`config.mk`:
```
export PLATFORM = sky130hd
export DESIGN_NAME = par_port_master
export DESIGN_NICKNAME = d
export VERILOG_FILES = /design/src/rtl/ppm_pkg.sv /design/src/rtl/ppm_tick_gen.sv /design/src/rtl/ppm_seq.sv /design/src/rtl/ppm_strobe_route.sv /design/src/rtl/par_port_master.sv
export SDC_FILE = /design/constraint.sdc
export NUM_CORES = 1
export LEC_CHECK = 0
export ABC_CLOCK_PERIOD_IN_PS = 2200
export BUFFER_PORTS_ARGS = -buffer_cell sky130_fd_sc_hd__buf_2
export CORE_ASPECT_RATIO = 1.4
export CORE_MARGIN = 5
export CORE_UTILIZATION = 49
export DETAILED_ROUTE_END_ITERATION = 7
export PLACE_DENSITY_LB_ADDON = 0.1
export RECOVER_POWER = 100
export SYNTH_ARGS = -nofsm -noshare
export SYNTH_HDL_FRONTEND = slang
export SYNTH_SLANG_ARGS = --single-unit
export TNS_END_PERCENT = 30
```
`constraint.sdc`:
```
create_clock -name clk -period 2.2 [get_ports clk]
set_input_delay 0.11 -clock clk [delete_from_list [all_inputs] [get_ports clk]]
set_output_delay 0.11 -clock clk [all_outputs]
set_load 0.005 [all_outputs]
```
`src/rtl/ppm_pkg.sv`:
```
package ppm_pkg;

    typedef enum logic [1:0] {
        K_ADDR_WR = 2'd0,
        K_DATA_WR = 2'd1,
        K_DATA_RD = 2'd2,
        K_NONE    = 2'd3
    } kind_e;

    typedef enum logic [2:0] {
        S_IDLE       = 3'd0,
        S_LEAD       = 3'd1,
        S_LEAD_WAIT  = 3'd2,
        S_TRAIL      = 3'd3,
        S_TRAIL_WAIT = 3'd4
    } seq_e;

endpackage

```
`src/rtl/ppm_tick_gen.sv`:
```
module ppm_tick_gen #(
    parameter int DIV_RATIO = 4
) (
    input  logic clk,
    input  logic rst_n,
    input  logic restart,
    input  logic src_sel,
    input  logic bus_tick,
    output logic tick
);
    generate
        if (DIV_RATIO > 1) begin : g_div
            localparam int CW = $clog2(DIV_RATIO);
            localparam logic [CW-1:0] LAST = CW'(DIV_RATIO - 1);
            logic [CW-1:0] cnt;

            always_ff @(posedge clk or negedge rst_n) begin
                if (!rst_n) begin
                    cnt <= '0;
                end else if (restart || cnt == LAST) begin
                    cnt <= '0;
                end else begin
                    cnt <= cnt + CW'(1);
                end
            end

            assign tick = src_sel ? (cnt == LAST) : bus_tick;
        end else begin : g_nodiv
            logic unused_nodiv;
            assign unused_nodiv = clk ^ rst_n ^ restart;
            assign tick = src_sel ? 1'b1 : bus_tick;
        end
    endgenerate
endmodule

```
`src/rtl/ppm_seq.sv`:
```
module ppm_seq
    import ppm_pkg::*;
#(
    parameter int WAIT_W = 4
) (
    input  logic              clk,
    input  logic              rst_n,
    input  logic              start,
    input  logic              tick,
    input  logic [WAIT_W-1:0] half_wait,
    output logic              busy,
    output logic              lead,
    output logic              done
);
    localparam logic [WAIT_W-1:0] ONE = WAIT_W'(1);

    seq_e              state, state_nxt;
    logic [WAIT_W-1:0] cnt, cnt_nxt;

    always_ff @(posedge clk or negedge rst_n) begin
        if (!rst_n) begin
            state <= S_IDLE;
            cnt   <= '0;
        end else begin
            state <= state_nxt;
            cnt   <= cnt_nxt;
        end
    end

    always_comb begin
        state_nxt = state;
        cnt_nxt   = cnt;
        done      = 1'b0;
        busy      = 1'b1;
        lead      = 1'b0;
        unique case (state)
            S_IDLE: begin
                busy = 1'b0;
                if (start) begin
                    state_nxt = S_LEAD;
                end
            end
            S_LEAD: begin
                lead = 1'b1;
                if (tick) begin
                    if (half_wait != '0) begin
                        state_nxt = S_LEAD_WAIT;
                        cnt_nxt   = half_wait;
                    end else begin
                        state_nxt = S_TRAIL;
                    end
                end
            end
            S_LEAD_WAIT: begin
                lead = 1'b1;
                if (tick) begin
                    if (cnt == ONE) begin
                        state_nxt = S_TRAIL;
                    end else begin
                        cnt_nxt = cnt - ONE;
                    end
                end
            end
            S_TRAIL: begin
                if (tick) begin
                    if (half_wait != '0) begin
                        state_nxt = S_TRAIL_WAIT;
                        cnt_nxt   = half_wait;
                    end else begin
                        state_nxt = S_IDLE;
                        done      = 1'b1;
                    end
                end
            end
            S_TRAIL_WAIT: begin
                if (tick) begin
                    if (cnt == ONE) begin
                        state_nxt = S_IDLE;
                        done      = 1'b1;
                    end else begin
                        cnt_nxt = cnt - ONE;
                    end
                end
            end
            default: begin
                state_nxt = S_IDLE;
            end
        endcase
    end
endmodule

```
`src/rtl/ppm_strobe_route.sv`:
```
module ppm_strobe_route
    import ppm_pkg::*;
(
    input  logic [1:0] mode,
    input  kind_e      kind,
    input  logic       ep_odd,
    input  logic       busy,
    input  logic       lead,
    input  logic       str1_en,
    input  logic       sel_en,
    output logic       strobe1,
    output logic       strobe1_drv,
    output logic       strobe2,
    output logic       sel,
    output logic       sel_drv
);
    logic use_first;

    always_comb begin
        if (mode[1]) begin
            use_first = ep_odd;
        end else if (mode[0]) begin
            use_first = (kind != K_DATA_RD);
        end else begin
            use_first = (kind == K_ADDR_WR);
        end
    end

    assign strobe1     = lead && use_first && str1_en;
    assign strobe2     = lead && !use_first;
    assign strobe1_drv = str1_en;
    assign sel         = busy && sel_en;
    assign sel_drv     = sel_en;
endmodule

```
`src/rtl/par_port_master.sv`:
```
module par_port_master
    import ppm_pkg::*;
#(
    parameter int DATA_W    = 8,
    parameter int EP_W      = 4,
    parameter int WAIT_W    = 4,
    parameter int DIV_RATIO = 4
) (
    input  logic              clk,
    input  logic              rst_n,
    input  logic              cfg_wr,
    input  logic [1:0]        cfg_mode,
    input  logic [WAIT_W-1:0] cfg_wait,
    input  logic              cfg_str1_en,
    input  logic              cfg_sel_en,
    input  logic              cfg_pull_en,
    input  logic              src_sel,
    input  logic              bus_tick,
    input  logic              req_valid,
    input  logic [1:0]        req_kind,
    input  logic [EP_W-1:0]   req_ep,
    input  logic [DATA_W-1:0] req_wdata,
    output logic              busy,
    output logic              rd_valid,
    output logic [DATA_W-1:0] rd_data,
    output logic [DATA_W-1:0] pp_data_o,
    output logic              pp_data_oe,
    input  logic [DATA_W-1:0] pp_data_i,
    output logic              pp_strobe1,
    output logic              pp_strobe1_drv,
    output logic              pp_strobe2,
    output logic              pp_rd_en,
    output logic              pp_sel,
    output logic              pp_sel_drv,
    output logic              pp_pull_en
);
    logic [1:0]        mode_q;
    logic [WAIT_W-1:0] wait_q;
    logic              str1_en_q;
    logic              sel_en_q;
    logic              pull_q;

    kind_e             kind_q;
    logic              ep_odd_q;
    logic [DATA_W-1:0] byte_q;

    logic accept;
    logic tick;
    logic lead;
    logic done;
    logic is_read;
    logic unused_ep_hi;

    assign unused_ep_hi = ^req_ep[EP_W-1:1];
    assign accept  = req_valid && !busy && (kind_e'(req_kind) != K_NONE);
    assign is_read = (kind_q == K_DATA_RD);

    always_ff @(posedge clk or negedge rst_n) begin
        if (!rst_n) begin
            mode_q    <= '0;
            wait_q    <= '0;
            str1_en_q <= 1'b0;
            sel_en_q  <= 1'b0;
            pull_q    <= 1'b0;
        end else if (cfg_wr && !busy) begin
            mode_q    <= cfg_mode;
            wait_q    <= cfg_wait;
            str1_en_q <= cfg_str1_en;
            sel_en_q  <= cfg_sel_en;
            pull_q    <= cfg_pull_en;
        end
    end

    always_ff @(posedge clk or negedge rst_n) begin
        if (!rst_n) begin
            kind_q   <= K_ADDR_WR;
            ep_odd_q <= 1'b0;
            byte_q   <= '0;
        end else if (accept) begin
            kind_q   <= kind_e'(req_kind);
            ep_odd_q <= req_ep[0];
            byte_q   <= req_wdata;
        end
    end

    ppm_tick_gen #(
        .DIV_RATIO (DIV_RATIO)
    ) tick_i (
        .clk      (clk),
        .rst_n    (rst_n),
        .restart  (accept),
        .src_sel  (src_sel),
        .bus_tick (bus_tick),
        .tick     (tick)
    );

    ppm_seq #(
        .WAIT_W (WAIT_W)
    ) seq_i (
        .clk       (clk),
        .rst_n     (rst_n),
        .start     (accept),
        .tick      (tick),
        .half_wait (wait_q),
        .busy      (busy),
        .lead      (lead),
        .done      (done)
    );

    ppm_strobe_route route_i (
        .mode        (mode_q),
        .kind        (kind_q),
        .ep_odd      (ep_odd_q),
        .busy        (busy),
        .lead        (lead),
        .str1_en     (str1_en_q),
        .sel_en      (sel_en_q),
        .strobe1     (pp_strobe1),
        .strobe1_drv (pp_strobe1_drv),
        .strobe2     (pp_strobe2),
        .sel         (pp_sel),
        .sel_drv     (pp_sel_drv)
    );

    always_ff @(posedge clk or negedge rst_n) begin
        if (!rst_n) begin
            rd_valid <= 1'b0;
            rd_data  <= '0;
        end else begin
            rd_valid <= done && is_read;
            if (done && is_read) begin
                rd_data <= pp_data_i;
            end
        end
    end

    assign pp_data_o  = byte_q;
    assign pp_data_oe = busy && !is_read;
    assign pp_rd_en   = busy && is_read;
    assign pp_pull_en = pull_q;
endmodule


```
; ---- Yosys cells after proc, flatten, opt, wreduce, memory -nomap -nowiden
; Cells that the tools add are included.
; W data, S select, Z words.
[classes]
n_reduce_logical = 22
n_addsub = 2
eq_ne = 20
n_mux = 26
[ops]
columns = operator, count
row1 = $mux W3, 8
row2 = $ne A2 B1 Y1 const B, 10
row3 = $mux W4, 4
row4 = $pmux W3 S5, 1
row5 = $logic_and A1 B1 Y1, 10
row6 = $mux W1, 10
row7 = $pmux W4 S2, 1
row8 = $reduce_and A7 Y1, 1
row9 = $eq A3 B2 Y1 const B, 2
row10 = $ne A2 B2 Y1 const B, 3
row11 = $reduce_or A2 Y1, 3
row12 = $reduce_and A5 Y1, 1
row13 = $eq A2 B2 Y1 const B, 2
row14 = $eq A4 B1 Y1 const B, 1
row15 = $reduce_bool A4 Y1, 1
row16 = $sub A4 B1 Y4 const B, 1
row17 = $eq A3 B1 Y1 const B, 1
row18 = $eq A3 B3 Y1 const B, 1
row19 = $logic_not A3 Y1, 1
row20 = $add A2 B1 Y2 const B, 1
row21 = $logic_not A1 Y1, 2
row22 = $logic_not A2 Y1, 1
row23 = $mux W2, 1
row24 = $pmux W1 S2, 1
row25 = other kinds (2), 2
[totals]
ff_bits = 38
in_bits = 37
out_inout_bits = 26

; ---- Longest topological paths before layout
[depth]
word_depth = 5
depth_mapped = 6
mapped_depth_nobuf = 6

; ---- Hierarchy
; A second synthesis with hierarchy kept.
[unflattened]
cells_unflattened = 146
hier_area_um2 = 1869.3
[modules_own_cells]
columns = module, seq_area_each_um2, area_each_um2, n_inst, cells_per_inst
row1 = par_port_master, 725.7, 1154.9, 1, 70
row2 = ppm_seq, 175.2, 548.0, 1, 59
row3 = ppm_tick_gen, 50.0, 90.1, 1, 6
row4 = ppm_strobe_route, 0.0, 76.3, 1, 11

; ---- Worst setup path after synthesis
; Ideal clock, no wire load.
[synth_timing]
kind = flip-flop to flip-flop
start = register seq_i.cnt[1]
end = register rd_data[0]
path_stages_with_launch = 7
setup_ns = 0.125
n_path_buf = 0
t_required_ns = 2.075
t_arrival_ns = 1.544
setup_slack_ns = 0.531
path_cell_list = dfrtp_1 inv_1 ha_1 nor3b_1 a32o_2 nand3_4 mux2_4
[synth_between]
elab_chain_len = 5
[synth_rtl]
columns = item, line
row1 = "start, declared", ppm_seq.sv:18  ; logic [WAIT_W-1:0] cnt, cnt_nxt;
row2 = "start signal, assigned", ppm_seq.sv:26  ; cnt <= cnt_nxt;
row3 = $eq A4 B1 Y1, ppm_seq.sv:77  ; if (cnt == ONE) begin
row4 = $mux W1, ppm_seq.sv:77
row5 = $mux W1, ppm_seq.sv:76  ; if (tick) begin
row6 = $pmux W1 S2, ppm_seq.sv:36  ; unique case (state)
row7 = $logic_and A1 B1 Y1, par_port_master.sv:131  ; if (done && is_read) begin
row8 = "end signal, assigned", par_port_master.sv:132  ; rd_data <= pp_data_i;
row9 = "end, declared", par_port_master.sv:25  ; output logic [DATA_W-1:0] rd_data,
; Every way passes these cells.
; A chain may end at the register's enable or synchronous reset.

; ---- Worst setup path in the final report
[layout_timing]
start = register seq_i.cnt[1]
end = register rd_data[3]
; The elaborated chain is that of the path after synthesis.

==> out/metrics.cfg <==
[global_route]
grt_pass1_vias=1382
grt_max_degree=39
grt_antenna_before_repair=0
grt.total_usage_pct=16.9
grt_pass1_wl_mm=6.23
overflow=0

[cts]
cts_tree=done
cts.sinks=38
clock_path_buffers=2
clkTransAtPathRegs_ns=0.07
ctsRootBufferMaster=clkbuf_8
postCtsSetupBuffers=0
clkLatencyLatePin_ns=0.29
numCtsBuffers=5
h-tree-depth=2

[worst_hold_path]
hp-class=primary input to register
hold_depth=3

[sta]
period_needed_ns=1.94
rsz0062_at_grt=no
finalCritPeriodShare_pct=88.2
tightest_slew_ns=0.917
hold_viol=0
max_freq_mhz=515
setup_tns_ns=0
holdWs_ns=0.0305
slew_violations=0
relSlewSlack_pct=38.9
setup_viol=0
skew_ns=0.00692

[die]
die_area_um2=5060
fp-row-count=26
dieHeight_um=82.2
io_pins=63
core-area_um2=3610
die_w_um=61.6
initial_core_util_pct=50.5

[synth]
synthTopCellsByArea=dfrtp_1 52%, mux2_1 9.9%, mux2_4 6.6%
synth_warnings=0
netlist_instances=135
synth_top_area_share_pct=52.1
synth_cell_types=42
synthFlopType=dfrtp_1
async_flop_share_pct=100
syn-mean-instance-area_um2=13.5
synth_edf_count=0
ys_seq_elements=38
ys_seq_area_share_pct=52.1
netlist_area_um2=1820
synth_top_cell_by_area=dfrtp_1
synth_nets=175

[finish]
nNetsFinal=238
fill_cells=317
area_growth_pct=19.5
final_util_pct=60.4
final_area_um2=2180
layout_common_cells=42 x buf_2, 38 x dfrtp_1, 24 x mux2_1
antenna-diode-count=0
layout_commonest_cell=buf_2
drive_above_1_share_pct=31.7

[route]
drt_first_pass_iters=4
via_per_inst=5.21
drtAntennaViolNets=0
drt_iter0_drc=41
wire_per_inst_um=15.6
wl_mm=3.77
drc_errors=0
via_count=1255

[power]
vdd_ir_drop_max_mv=0.825
p_per_area_nw_per_um2=1330
p_leak_nw=1.05

[run]
cap_violations=0

[placed_design]
dpl.hpwl_mm=2.92
port_buffers=59
placed_cell_area_um2=2140
place.gp.congestion=0.824

[setup_path]
worstPathArrival_ns=2.11
cp_data_required_time_ns=2.37
cp_max_fo=9
crit_path_end_kind=register
worstSetupPathType=register to register
r2r_cells=6
startpoint_type=register

[status]
status=finished, final reports clean

[registers in the layout, indices dropped and copies added (netlist names)]
signal / cells
ep_odd_q: 1
kind_q: 2
mode_q: 2
pp_data_o: 8
pp_pull_en: 1
rd_data: 8
rd_valid: 1
sel_en_q: 1
seq_i.cnt: 4
seq_i.state: 3
str1_en_q: 1
tick_i.g_div.cnt: 2
wait_q: 4
[per-stage QoR]
| stage | std cells | total power [mW] | setup slack [ns] |
|---|---|---|---|
| after floorplan | 135 | 2.10 | 0.531 |
| after global placement | 232 | 2.47 | 0.374 |
| final | 241 | 2.90 | 0.260 |
| after detailed placement | 232 | 2.54 | 0.314 |
| after global routing | 241 | 3.14 | 0.111 |
| after CTS | 241 | 3.04 | 0.299 |
[critical path: stages, from the launching register on]
cell and delay [ns]:
dfrtp_1 0.40, inv_1 0.08, ha_1 0.13, nor3b_1 0.43
a32o_1 0.25, nand3_4 0.16, mux2_1 0.36
[final cells by class]
cell class                      instances  area [um2]  area share, %
Sequential cell                        38         951           43.6
Multi-Input combinational cell         85         769           35.3
Timing Repair Buffer                   61         289           13.3
Clock buffer                            7        86.3           3.96
Tap cell                               42        52.6           2.41
Inverter                                7        26.3           1.21
Clock inverter                          1        5.00          0.230
[timing repair]
action | 4_1_cts | 5_1_grt
hold endpoints to repair | 38 | 0
gates resized for setup | 0 | 0
hold buffers | 1 | 0
[logic make-up (layout without fill, tap and decap cells)]
group	count (synthesis)	in the layout	synth area share (%)
buf+inv	12	76	3.57
flops	38	38	52.1
mux	32	32	21.2
compound gates	17	17	7.34
xor+xnor	3	3	1.85
simple gates	30	30	11.9
fa+ha+maj	3	3	2.06
[cells in the mapped netlist, types with 2 or more instances]
cell,instances
a22o_1,2
buf_4,3
dfrtp_1,38
ha_1,3
inv_1,7
mux2_1,16
mux2_2,5
mux2_4,8
mux2i_1,3
nand2_1,4
nor2_1,5
nor2b_1,5
nor3_1,2
nor3b_1,2
o21ai_0,5
[routing by layer]
layer	wire, um	GRT usage, %
met1	1500	19.5
met2	1980	28.4
met3	226	5.60
met4	63	6.37
met5	0	0
[final timing paths]
| check | start | endpoint | slack, ns |
|---|---|---|---|
| setup / recovery | seq_i.cnt[1]$_DFFE_PN0P_ | rd_data[3]$_DFFE_PN0P_ | 0.26 |
| hold / removal | cfg_wait[1] | wait_q[1]$_DFFE_PN0P_ | 0.03 |
| setup reg to reg | seq_i.cnt[1]$_DFFE_PN0P_ | rd_data[3]$_DFFE_PN0P_ | 0.26 |
| hold reg to reg | tick_i.g_div.cnt[0]$_DFF_PN0_ | tick_i.g_div.cnt[0]$_DFF_PN0_ | 0.45 |
| max in group asynchronous | rst_n | pp_data_o[2]$_DFFE_PN0P_ | 1.13 |
| min in group asynchronous | rst_n | wait_q[3]$_DFFE_PN0P_ | 0.49 |
[where the power goes]
part | switching [mW] | internal [mW] | leakage [nW]
logic | 0.565 | 0.582 | 0.529
registers | 0.264 | 1.00 | 0.474
clock network | 0.233 | 0.253 | 0.0482
total | 1.06 | 1.84 | 1.05
(Power assumes the default switching activity.)
